`src/rtl/cfg_ldr_pkg.sv`:
```
package cfg_ldr_pkg;
    localparam int OWNER_BIT = 7;
    localparam int RD_BIT    = 6;
    localparam int WR_BIT    = 5;
    localparam int LAT_BIT   = 0;

    typedef enum logic [1:0] {
        LD_START = 2'd0,
        LD_FETCH = 2'd1,
        LD_DONE  = 2'd2
    } ld_state_e;

    typedef struct packed {
        logic owner_pci;
        logic rd_async;
        logic wr_async;
        logic lat_en;
    } cfg_fields_t;

    function automatic cfg_fields_t decode_cfg(input logic [7:0] b);
        cfg_fields_t f;
        f.owner_pci = b[OWNER_BIT];
        f.rd_async  = b[RD_BIT];
        f.wr_async  = b[WR_BIT];
        f.lat_en    = b[LAT_BIT];
        return f;
    endfunction
endpackage

```
`src/rtl/cfg_fetch_fsm.sv`:
```
module cfg_fetch_fsm
    import cfg_ldr_pkg::*;
#(
    parameter int          ADDR_W       = 8,
    parameter logic [7:0]  DEFAULT_BYTE = 8'hE1,
    parameter logic [ADDR_W-1:0] CFG_ADDR = 8'h45
) (
    input  logic              clk,
    input  logic              rst_n,
    input  logic              present_i,
    input  logic              valid_i,
    input  logic [7:0]        data_i,
    output logic              req_o,
    output logic [ADDR_W-1:0] addr_o,
    output logic              ready_o,
    output logic [7:0]        byte_o
);
    typedef struct packed {
        ld_state_e  state;
        logic [7:0] cfg;
    } fetch_st_t;

    fetch_st_t st_d, st_q;

    always_comb begin
        st_d = st_q;
        unique case (st_q.state)
            LD_START: st_d.state = present_i ? LD_FETCH : LD_DONE;
            LD_FETCH: begin
                if (valid_i) begin
                    st_d.cfg   = data_i;
                    st_d.state = LD_DONE;
                end
            end
            default: st_d = st_q;
        endcase
    end

    always_ff @(posedge clk) begin
        if (!rst_n) begin
            st_q.state <= LD_START;
            st_q.cfg   <= DEFAULT_BYTE;
        end else begin
            st_q <= st_d;
        end
    end

    assign req_o   = (st_q.state == LD_FETCH);
    assign addr_o  = CFG_ADDR;
    assign ready_o = (st_q.state == LD_DONE);
    assign byte_o  = st_q.cfg;


    req_held_chk: assert property (@(posedge clk) disable iff (!rst_n)
        (req_o && !valid_i) |=> req_o);


    cfg_locked_chk: assert property (@(posedge clk) disable iff (!rst_n)
        ready_o |=> (ready_o && !req_o && $stable(byte_o)));
endmodule

```
`src/rtl/cfg_wr_filter.sv`:
```
module cfg_wr_filter #(
    parameter int DATA_W = 32
) (
    input  logic              clk,
    input  logic              rst_n,
    input  logic              ready_i,
    input  logic              owner_pci_i,
    input  logic              pci_wr_i,
    input  logic [DATA_W-1:0] pci_wdata_i,
    input  logic              loc_wr_i,
    input  logic [DATA_W-1:0] loc_wdata_i,
    output logic              wr_o,
    output logic [DATA_W-1:0] wdata_o,
    output logic              err_o
);
    typedef struct packed {
        logic              wr;
        logic              err;
        logic [DATA_W-1:0] data;
    } filt_st_t;

    filt_st_t st_d, st_q;
    logic own_wr, foreign_wr;

    always_comb begin
        own_wr     = owner_pci_i ? pci_wr_i : loc_wr_i;
        foreign_wr = owner_pci_i ? loc_wr_i : pci_wr_i;
        st_d       = st_q;
        st_d.wr    = ready_i && own_wr;
        st_d.err   = ready_i && foreign_wr;
        if (ready_i && own_wr)
            st_d.data = owner_pci_i ? pci_wdata_i : loc_wdata_i;
    end

    always_ff @(posedge clk) begin
        if (!rst_n) begin
            st_q <= '0;
        end else begin
            st_q <= st_d;
        end
    end

    assign wr_o    = st_q.wr;
    assign err_o   = st_q.err;
    assign wdata_o = st_q.data;


    pre_ready_quiet_chk: assert property (@(posedge clk) disable iff (!rst_n)
        !ready_i |=> (!wr_o && !err_o));


    foreign_flag_chk: assert property (@(posedge clk) disable iff (!rst_n)
        (ready_i && (owner_pci_i ? loc_wr_i : pci_wr_i)) |=> err_o);


    owner_pass_chk: assert property (@(posedge clk) disable iff (!rst_n)
        (ready_i && owner_pci_i && pci_wr_i) |=> (wr_o && wdata_o == $past(pci_wdata_i)));
endmodule

```
`src/rtl/cfg_byte_loader.sv`:
```
module cfg_byte_loader
    import cfg_ldr_pkg::*;
#(
    parameter int         ADDR_W       = 8,
    parameter int         DATA_W       = 32,
    parameter logic [7:0] DEFAULT_BYTE = 8'hE1,
    parameter logic [ADDR_W-1:0] CFG_ADDR = 8'h45
) (
    input  logic              clk,
    input  logic              rst_n,
    input  logic              nvm_present_i,
    output logic              nvm_req_o,
    output logic [ADDR_W-1:0] nvm_addr_o,
    input  logic              nvm_valid_i,
    input  logic [7:0]        nvm_data_i,
    output logic              cfg_ready_o,
    output logic              bm_owner_pci_o,
    output logic              rd_async_o,
    output logic              wr_async_o,
    output logic              lat_timer_en_o,
    input  logic              pci_wr_i,
    input  logic [DATA_W-1:0] pci_wdata_i,
    input  logic              loc_wr_i,
    input  logic [DATA_W-1:0] loc_wdata_i,
    output logic              bm_wr_o,
    output logic [DATA_W-1:0] bm_wdata_o,
    output logic              bm_wr_err_o
);
    logic [7:0]  cfg_byte;
    cfg_fields_t fields;

    cfg_fetch_fsm #(
        .ADDR_W(ADDR_W), .DEFAULT_BYTE(DEFAULT_BYTE), .CFG_ADDR(CFG_ADDR)
    ) fetch_i (
        .clk(clk), .rst_n(rst_n), .present_i(nvm_present_i),
        .valid_i(nvm_valid_i), .data_i(nvm_data_i),
        .req_o(nvm_req_o), .addr_o(nvm_addr_o),
        .ready_o(cfg_ready_o), .byte_o(cfg_byte)
    );

    assign fields         = decode_cfg(cfg_byte);
    assign bm_owner_pci_o = fields.owner_pci;
    assign rd_async_o     = fields.rd_async;
    assign wr_async_o     = fields.wr_async;
    assign lat_timer_en_o = fields.lat_en;

    cfg_wr_filter #(.DATA_W(DATA_W)) filt_i (
        .clk(clk), .rst_n(rst_n), .ready_i(cfg_ready_o),
        .owner_pci_i(fields.owner_pci),
        .pci_wr_i(pci_wr_i), .pci_wdata_i(pci_wdata_i),
        .loc_wr_i(loc_wr_i), .loc_wdata_i(loc_wdata_i),
        .wr_o(bm_wr_o), .wdata_o(bm_wdata_o), .err_o(bm_wr_err_o)
    );
endmodule

```
`config.mk`:
```
export PLATFORM = sky130hd
export DESIGN_NAME = cfg_byte_loader
export DESIGN_NICKNAME = d
export VERILOG_FILES = /design/src/rtl/cfg_ldr_pkg.sv /design/src/rtl/cfg_fetch_fsm.sv /design/src/rtl/cfg_wr_filter.sv /design/src/rtl/cfg_byte_loader.sv
export SDC_FILE = /design/constraint.sdc
export NUM_CORES = 1
export LEC_CHECK = 0
export CORE_MARGIN = 1
export CORE_UTILIZATION = 35
export DETAILED_ROUTE_END_ITERATION = 10
export DONT_BUFFER_PORTS = 1
export SYNTH_ARGS = -nofsm -noshare
export SYNTH_HDL_FRONTEND = slang
export SYNTH_SLANG_ARGS = --single-unit
```
`constraint.sdc`:
```
create_clock -name clk -period 2.15 [get_ports clk]
set_clock_uncertainty 0.2 [all_clocks]
set_input_delay 0.43 -clock clk [delete_from_list [all_inputs] [get_ports clk]]
set_output_delay 0.43 -clock clk [all_outputs]
set_load 0.05 [all_outputs]
```
==> results.json, run 1 <==
{
  "outcome": "completed",
  "cts.clk_slew.worst_paths_ps": 70,
  "drtPass1Iterations": 4,
  "dieArea_um2": 5860,
  "worstSetupEndpoint": "cfg_ready_o",
  "crit_type": "flip-flop to output port",
  "pwr_density_cell_nw_per_um2": 892,
  "final_common_cell": "dfxtp_1",
  "ir_drop_v": 0.000361,
  "synthCells": 190,
  "setup_violations": 0,
  "cp.required_ps": 1520,
  "cts_buffers": 5,
  "post-route-util": 0.393,
  "vias_per_cell": 5.47,
  "area_growth_pct": 5.79,
  "fin_crit_sh": 0.825,
  "start_util": 0.371,
  "drt_wl_total_um": 4070,
  "dp_hpwl_um": 2650,
  "grt_pass1_wl_um": 6370,
  "num-nets-final": 260,
  "drive_gt1_frac": 0.0874,
  "ff2ff_path_depth": 4,
  "finalSetupTns_ps": 0,
  "wire_per_inst_um": 16.1,
  "h-tree-depth": 2,
  "ant_nets": 0,
  "slew_headroom": 0.643,
  "place.gp.congestion": 0.687,
  "cp-start-kind": "flip-flop",
  "ys_seq_area_frac": 0.412,
  "drtIter0Drc": 67,
  "antenna_cells": 0,
  "hp-class": "input pin to flip-flop",
  "min_path_cells": 1,
  "worstPathArrival_ps": 1140,
  "p_leak_nw": 1.32,
  "crit_path_cell_trace": "nor2b_4, buf_12",
  "cts_tree": "built",
  "rsz0062_at_grt": "no",
  "slowest_stage": "dfxtp_1",
  "final_cell_mix": "dfxtp_1, mux2i_1, nand3_1, o211a_1, conb_1",
  "synth_warnings": 0,
  "cts_buffer_depth": 2,
  "overflow": 0,
  "grt_pass1_vias": 1350,
  "ys_seq_elements": 40,
  "grt_max_degree": 41,
  "cp_max_fo": 35,
  "tightest_slew_ps": 535,
  "hold_slack_ps": 16.4,
  "fmax_mhz": 564,
  "clock-sinks": 40,
  "drc": 0,
  "r2r-end": "filt_i.wdata_o[20]",
  "ios": 126,
  "core_um2": 5240,
  "die_w_um": 76.6,
  "max_stage_delay_ps": 410,
  "numPortBuffers": 0,
  "maxCapViolations": 0,
  "vias": 1385,
  "clock_latency_ps": 280,
  "core.rowCount": 26,
  "clock_tree.root_cell": "clkbuf_8",
  "reg2reg_from": "fetch_i.byte_o[7]",
  "die_y_um": 76.6,
  "ys_types": 21,
  "netlist_area_um2": 1950,
  "finalHoldViolCount": 0,
  "rrSetupSlack_ps": 620,
  "drv_slew": 0,
  "setup.worst_path.start": "fetch_i.st_q[9]",
  "antenna_found_initial": 0,
  "grt_use_total": 0.136,
  "period_minus_slack_ps": 1770,
  "crit_path_end_kind": "output port",
  "syn_area_per_cell_um2": 10.2
}
[where the power goes]
group          total, W  switching (W)  internal [W]  leakage, nW
clock          0.000602       0.000258      0.000345       0.0552
sequential      0.00100       0.000210      0.000794        0.327
combinational  0.000229       0.000136     0.0000923        0.942
[how the worst min path moves through the flow]
stage | from | to
after floorplan | fetch_i.st_q[8] | fetch_i.st_q[8]
after global placement | rst_n | fetch_i.byte_o[5]
after CTS | rst_n | fetch_i.byte_o[6]
after detailed placement | rst_n | fetch_i.byte_o[6]
after global routing | rst_n | fetch_i.byte_o[7]
final | rst_n | fetch_i.byte_o[6]
[routing by layer]
metal  global-route usage  part of all wire  up-vias
met2                0.235              0.47       65
met1                0.152              0.44      656
met4               0.0404            0.0066        0
li1                     -                 -      660
met5                    0                 0        -
met3               0.0575             0.085        4
[worst max-delay path, delay by kind of cell, from the launching register on]
kind          cells  cell delay, ps
buf+inv           1             240
flops             1             410
simple gates      1             200
[Yosys cell counts]
cell type,count,area (um^2)
o21ai_0,2,10.0
nor2b_1,2,12.5
nor2_1,2,7.51
mux2i_1,37,370
and2_4,1,8.76
nand3b_1,1,7.51
mux2_4,1,15.0
conb_1,2,7.51
buf_6,5,56.3
buf_4,8,60.1
o21a_1,1,7.51
a21boi_1,1,7.51
inv_1,1,3.75
and3_1,1,6.26
o211a_1,32,320
nand2_1,7,26.3
dfxtp_1,40,801
clkbuf_1,7,26.3
buf_2,4,20.0
nand3_1,32,160
buf_1,3,11.3
[registers in the layout (all words and copies together) (netlist names)]
| name | cells |
|---|---|
| fetch_i.byte_o | 4 |
| filt_i.err_o | 1 |
| filt_i.wr_o | 1 |
| filt_i.wdata_o | 32 |
| fetch_i.st_q | 2 |
[per-stage QoR]
stage | instance area (um^2) | instances | setup slack [ps] | total power, W
after floorplan | 1970 | 196 | 92.3 | 0.00123
after global placement | 1940 | 244 | 615 | 0.00125
after detailed placement | 1940 | 244 | 603 | 0.00125
after CTS | 2050 | 252 | 365 | 0.00186
after global routing | 2060 | 253 | 274 | 0.00192
final | 2060 | 253 | 377 | 0.00184
[cell type report]
class	instances	area (um^2)
Fill cell	529	3180
Clock inverter	2	35.0
Inverter	1	3.75
Tap cell	70	87.6
Sequential cell	40	802
Timing Repair Buffer	6	60.1
Multi-Input combinational cell	128	997
Clock buffer	6	72.6
[kinds of logic after synthesis]
kind of cell | count (synthesis) | share of synthesized area
AOI/OAI and AO/OA | 36 | 0.177
buffers and inverters | 28 | 0.0913
DFF | 40 | 0.412
muxes | 38 | 0.198
other | 2 | 0.00386
and+or+nand+nor | 46 | 0.118
[repair_timing]
item / 4_1_cts / 5_1_grt
buffers inserted: 0 / 0
hold buffers: 0 / 1
hold endpoints to repair: 0 / 1
gates resized for setup: 0 / 0
(Power assumes the default switching activity.)
==> inputs of run 2 (changes only) <==
==> constraint.sdc (replaced) <==
create_clock -name clk -period 1.67 [get_ports clk]
set_clock_uncertainty 0.2 [all_clocks]
set_input_delay 0.334 -clock clk [delete_from_list [all_inputs] [get_ports clk]]
set_output_delay 0.334 -clock clk [all_outputs]
set_load 0.05 [all_outputs]
==> run 2 against run 1 <==
Sequential share of layout area decreased by 2.8 points. First-iteration DRC count decreased by 42%. Hold slack got worse by 3.8 ps. Final cell count increased by 4.0%. Utilization increased by 3.2 points. Count of clock-buffer cells in the layout unchanged. Critical endpoint is now bm_owner_pci_o.
==> results.json, run 2 (same netlist as run 1, synthesis figures left out) <==
{
  "max_stage_delay_ps": 400,
  "drv_slew": 0,
  "hold_slack_ps": 12.6,
  "cp.required_ps": 1140,
  "ff2ff_path_depth": 3,
  "slew_headroom": 0.641,
  "power_frac_clock": 0.306,
  "finalHoldViolCount": 0,
  "core.rowCount": 26,
  "crit_path_cell_trace": "buf_16, buf_6",
  "cts_buffer_depth": 2,
  "die_w_um": 76.6,
  "core_um2": 5240,
  "fin_crit_sh": 0.955,
  "h-tree-depth": 2,
  "comb_power_share": 0.153,
  "finalPower_w": 0.00239,
  "outcome": "completed",
  "dieArea_um2": 5860,
  "numPortBuffers": 0,
  "worstSetupEndpoint": "bm_owner_pci_o",
  "pwr_density_cell_nw_per_um2": 1070,
  "setup_violations": 0,
  "dp_hpwl_um": 2570,
  "grt_use_total": 0.157,
  "fmax_mhz": 627,
  "vias": 1450,
  "crit_path_end_kind": "output port",
  "start_util": 0.371,
  "clock_latency_ps": 280,
  "nFillCells": 507,
  "tightest_slew_ps": 538,
  "drtIter0Drc": 39,
  "clock-sinks": 40,
  "ant_nets": 0,
  "ir_drop_v": 0.000447,
  "drive_gt1_frac": 0.124,
  "worstHoldStart": "loc_wr_i",
  "place.gp.congestion": 0.651,
  "antenna_found_initial": 0,
  "cp_max_fo": 18,
  "setup.worst_path.start": "fetch_i.byte_o[7]",
  "internal_power_w": 0.00157,
  "cp-start-kind": "flip-flop",
  "critPathBufInv": 2,
  "grt_pass1_vias": 1377,
  "hp-class": "input pin to flip-flop",
  "crit_type": "flip-flop to output port",
  "ios": 126,
  "grt_pass1_wl_um": 7160,
  "wire_per_inst_um": 17.8,
  "fin_area_um2": 2230,
  "place_area_um2": 1960,
  "drtPass1Iterations": 4,
  "reg2reg_from": "fetch_i.byte_o[7]",
  "r2r-end": "filt_i.wdata_o[27]",
  "cp.depth": 2,
  "num-nets-final": 270,
  "cts_buffers": 5,
  "worstPathArrival_ps": 1060,
  "overflow": 0,
  "die_y_um": 76.6,
  "netSwitchingPower_w": 0.000824,
  "cp_top_family": "flip-flops",
  "slowest_stage": "dfxtp_4",
  "vias_per_cell": 5.51,
  "drt_wl_total_um": 4680,
  "drc": 0,
  "p_leak_nw": 1.41,
  "largest_reg_flops": 32,
  "maxCapViolations": 0,
  "final_cell_mix": "mux2i_1, dfxtp_1, nand3_1, o211a_1, conb_1",
  "cts.clk_slew.worst_paths_ps": 80,
  "period_minus_slack_ps": 1590,
  "antenna_cells": 0,
  "rsz0062_at_grt": "no",
  "cts_tree": "built",
  "rrSetupSlack_ps": 130,
  "p_sw_frac": 0.345,
  "area_growth_pct": 14.5,
  "grt_max_degree": 41,
  "clock_tree.root_cell": "clkbuf_8",
  "p_seq_frac": 0.542
}
-- run 2: how the worst min path moves through the flow --
stage	to	slack, ps	cells past startpoint
floorplan	fetch_i.byte_o[7]	260	2
global placement	fetch_i.byte_o[7]	200	1
detailed placement	fetch_i.byte_o[0]	210	1
CTS	filt_i.err_o	1	2
global route	filt_i.err_o	5	2
finish	filt_i.err_o	10	2
-- run 2: layout make-up --
cell class	count	area, um^2	share of cell area
clock buffers	6	93.8	0.0421
multi-input cells	128	997	0.448
repair buffers	16	226	0.102
well taps	70	87.6	0.0393
flip-flops and latches	40	807	0.362
inverters	1	3.75	0.00168
clock inverters	2	12.5	0.00561
-- run 2: power groups by stage --
| stage | registers [W] | logic [W] | clock network (W) |
|---|---|---|---|
| floorplan | 0.00130 | 0.000284 | 0 |
| detailed placement | 0.00132 | 0.000299 | 0 |
| global route | 0.00130 | 0.000398 | 0.000809 |
| global placement | 0.00132 | 0.000295 | 0 |
| CTS | 0.00129 | 0.000362 | 0.000757 |
| finish | 0.00129 | 0.000365 | 0.000731 |
-- run 2: routing by layer --
layer  track usage  vias to the layer above  wire (um)
met3        0.0599                        2        398
met2         0.250                       83       2170
met1         0.193                      687       2080
li1              -                      678          -
met4        0.0519                        0         31
met5             0                        -          0
-- run 2: what timing repair did --
| action | in CTS | in global routing |
|---|---|---|
| setup endpoints to repair | 2 | 35 |
| hold buffers | 7 | 0 |
| resized for setup | 2 | 2 |
| cloned | 1 | 1 |
| endpoints found under the hold margin | 40 | 0 |
| setup buffers | 1 | 0 |
-- run 2: per-stage QoR --
step,setup TNS (ps),std cells,worst slack [ps],utilization
6_report,0,263,75.8,0.425
5_1_grt,0,263,7.18,0.425
4_1_cts,0,262,9.30,0.420
3_5_place_dp,0,245,187,0.375
3_3_place_gp,0,245,194,0.375
2_1_floorplan,-3470,196,-116,-
==> inputs of run 3 (changes only) <==
--- a/config.mk
+++ b/config.mk
@@ -5,10 +5,13 @@
 export SDC_FILE = /design/constraint.sdc
 export NUM_CORES = 1
 export LEC_CHECK = 0
+export CELL_PAD_IN_SITES_DETAIL_PLACEMENT = 1
+export CELL_PAD_IN_SITES_GLOBAL_PLACEMENT = 1
 export CORE_MARGIN = 1
 export CORE_UTILIZATION = 35
 export DETAILED_ROUTE_END_ITERATION = 10
 export DONT_BUFFER_PORTS = 1
+export PLACE_DENSITY_LB_ADDON = 0.1
 export SYNTH_ARGS = -nofsm -noshare
 export SYNTH_HDL_FRONTEND = slang
 export SYNTH_SLANG_ARGS = --single-unit
==> run 3 against run 2 <==
Clock power down 9.8%. Sequential share of layout area grew 1.7 points. Global-route usage up 0.94 points. Sequential power about the same. Utilization fell by 1.9 points. Total power down 4.2%. Combinational power is 8.5% lower. Cell area is 4.4% lower. First-iteration DRC count rose by 2.6%. Worst setup slack worse by 11 ps. Highest routed layer unchanged.
==> results.json, run 3 (same netlist as run 1, synthesis figures left out) <==
{
  "outcome": "completed",
  "multi_input_area_um2": 997,
  "drv_slew": 0,
  "grt_pass1_vias": 1516,
  "pwr_density_cell_nw_per_um2": 1080,
  "cp.required_ps": 1140,
  "vias": 1458,
  "drc": 0,
  "final_cell_mix": "mux2i_1, dfxtp_1, nand3_1, o211a_1",
  "postCtsSetupBuffers": 0,
  "cp_max_fo": 9,
  "area_growth_pct": 9.52,
  "grt_max_degree": 41,
  "cp-start-kind": "flip-flop",
  "cts_buffer_depth": 2,
  "overflow": 0,
  "antenna_cells": 0,
  "ios": 126,
  "drtPass1Iterations": 5,
  "hold_slack_ps": 16.3,
  "clock_latency_ps": 290,
  "cp_top_family": "flip-flops",
  "dp_hpwl_um": 3530,
  "start_util": 0.371,
  "grt_pass1_wl_um": 7590,
  "fmax_mhz": 623,
  "cts.clk_slew.worst_paths_ps": 70,
  "cts_tree": "built",
  "die_y_um": 76.6,
  "crit_path_cell_trace": "nor2b_4, buf_8",
  "hp-class": "input pin to flip-flop",
  "place.gp.congestion": 0.708,
  "tightest_slew_ps": 549,
  "maxCapViolations": 0,
  "slew_headroom": 0.633,
  "grt_use_total": 0.166,
  "period_minus_slack_ps": 1600,
  "ir_drop_v": 0.000388,
  "ant_nets": 0,
  "antenna_found_initial": 0,
  "fin_crit_sh": 0.961,
  "core.rowCount": 26,
  "p_leak_nw": 1.36,
  "setup_violations": 0,
  "h-tree-depth": 2,
  "worstPathArrival_ps": 1070,
  "critPathBufInv": 1,
  "num-nets-final": 269,
  "largest_reg_flops": 32,
  "post-route-util": 0.407,
  "cts_buffers": 5,
  "nFillCells": 585,
  "dieArea_um2": 5860,
  "drtIter0Drc": 40,
  "numPortBuffers": 0,
  "rsz0062_at_grt": "no",
  "die_w_um": 76.6,
  "max_stage_delay_ps": 370,
  "clock_tree.root_cell": "clkbuf_8",
  "drt_wl_total_um": 4990,
  "drive_gt1_frac": 0.115,
  "crit_type": "flip-flop to output port",
  "slowest_stage": "dfxtp_2",
  "core_um2": 5240,
  "clock-sinks": 40,
  "seqCellArea_um2": 807,
  "wire_per_inst_um": 19.0,
  "finalHoldViolCount": 0,
  "vias_per_cell": 5.56,
  "crit_path_end_kind": "output port"
}
## run 3: through the flow
step | area [um^2] | setup slack (ps) | power, W | TNS, ps | instances
2_1_floorplan | 1970 | -116 | 0.00159 | -3470 | 196
3_3_place_gp | 1960 | 204 | 0.00161 | 0 | 248
3_5_place_dp | 1960 | 174 | 0.00162 | 0 | 248
4_1_cts | 2130 | 46.2 | 0.00233 | 0 | 262
5_1_grt | 2130 | 9.14 | 0.00239 | 0 | 262
6_report | 2130 | 65.0 | 0.00229 | 0 | 262
## run 3: final cells by class
cell class / count / share of cell area
multi-input cells: 128 / 0.468
repair buffers: 15 / 0.0681
clock buffers: 8 / 0.0423
flip-flops and latches: 40 / 0.379
well taps: 70 / 0.0411
inverters: 1 / 0.00176
## run 3: metal layers
metal,GRT usage,routed length [um],vias up
met5,0,0,-
met4,0.0692,69,0
met3,0.0527,454,8
met2,0.299,2560,78
met1,0.177,1910,695
li1,-,-,677
## run 3: power breakdown
| group | internal (W) | switching [W] | total, W | leakage (nW) |
|---|---|---|---|---|
| registers | 0.00102 | 0.000275 | 0.00130 | 0.328 |
| clock network | 0.000337 | 0.000322 | 0.000659 | 0.0455 |
| logic | 0.000136 | 0.000198 | 0.000334 | 0.986 |
## run 3: worst paths after layout
check	startpoint	end	slack, ps	depth (start not counted)
hold reg to reg	fetch_i.st_q[9]	fetch_i.st_q[9]	330	1
setup / recovery	fetch_i.st_q[9]	cfg_ready_o	70	2
setup reg to reg	fetch_i.byte_o[7]	filt_i.wdata_o[11]	170	3
hold / removal	pci_wr_i	filt_i.err_o	20	2
## run 3: timing repair
item | CTS | global route
hold buffers | 6 | 0
gates resized for setup | 4 | 0
endpoints found under the setup margin | 2 | 0
hold endpoints to repair | 40 | 0
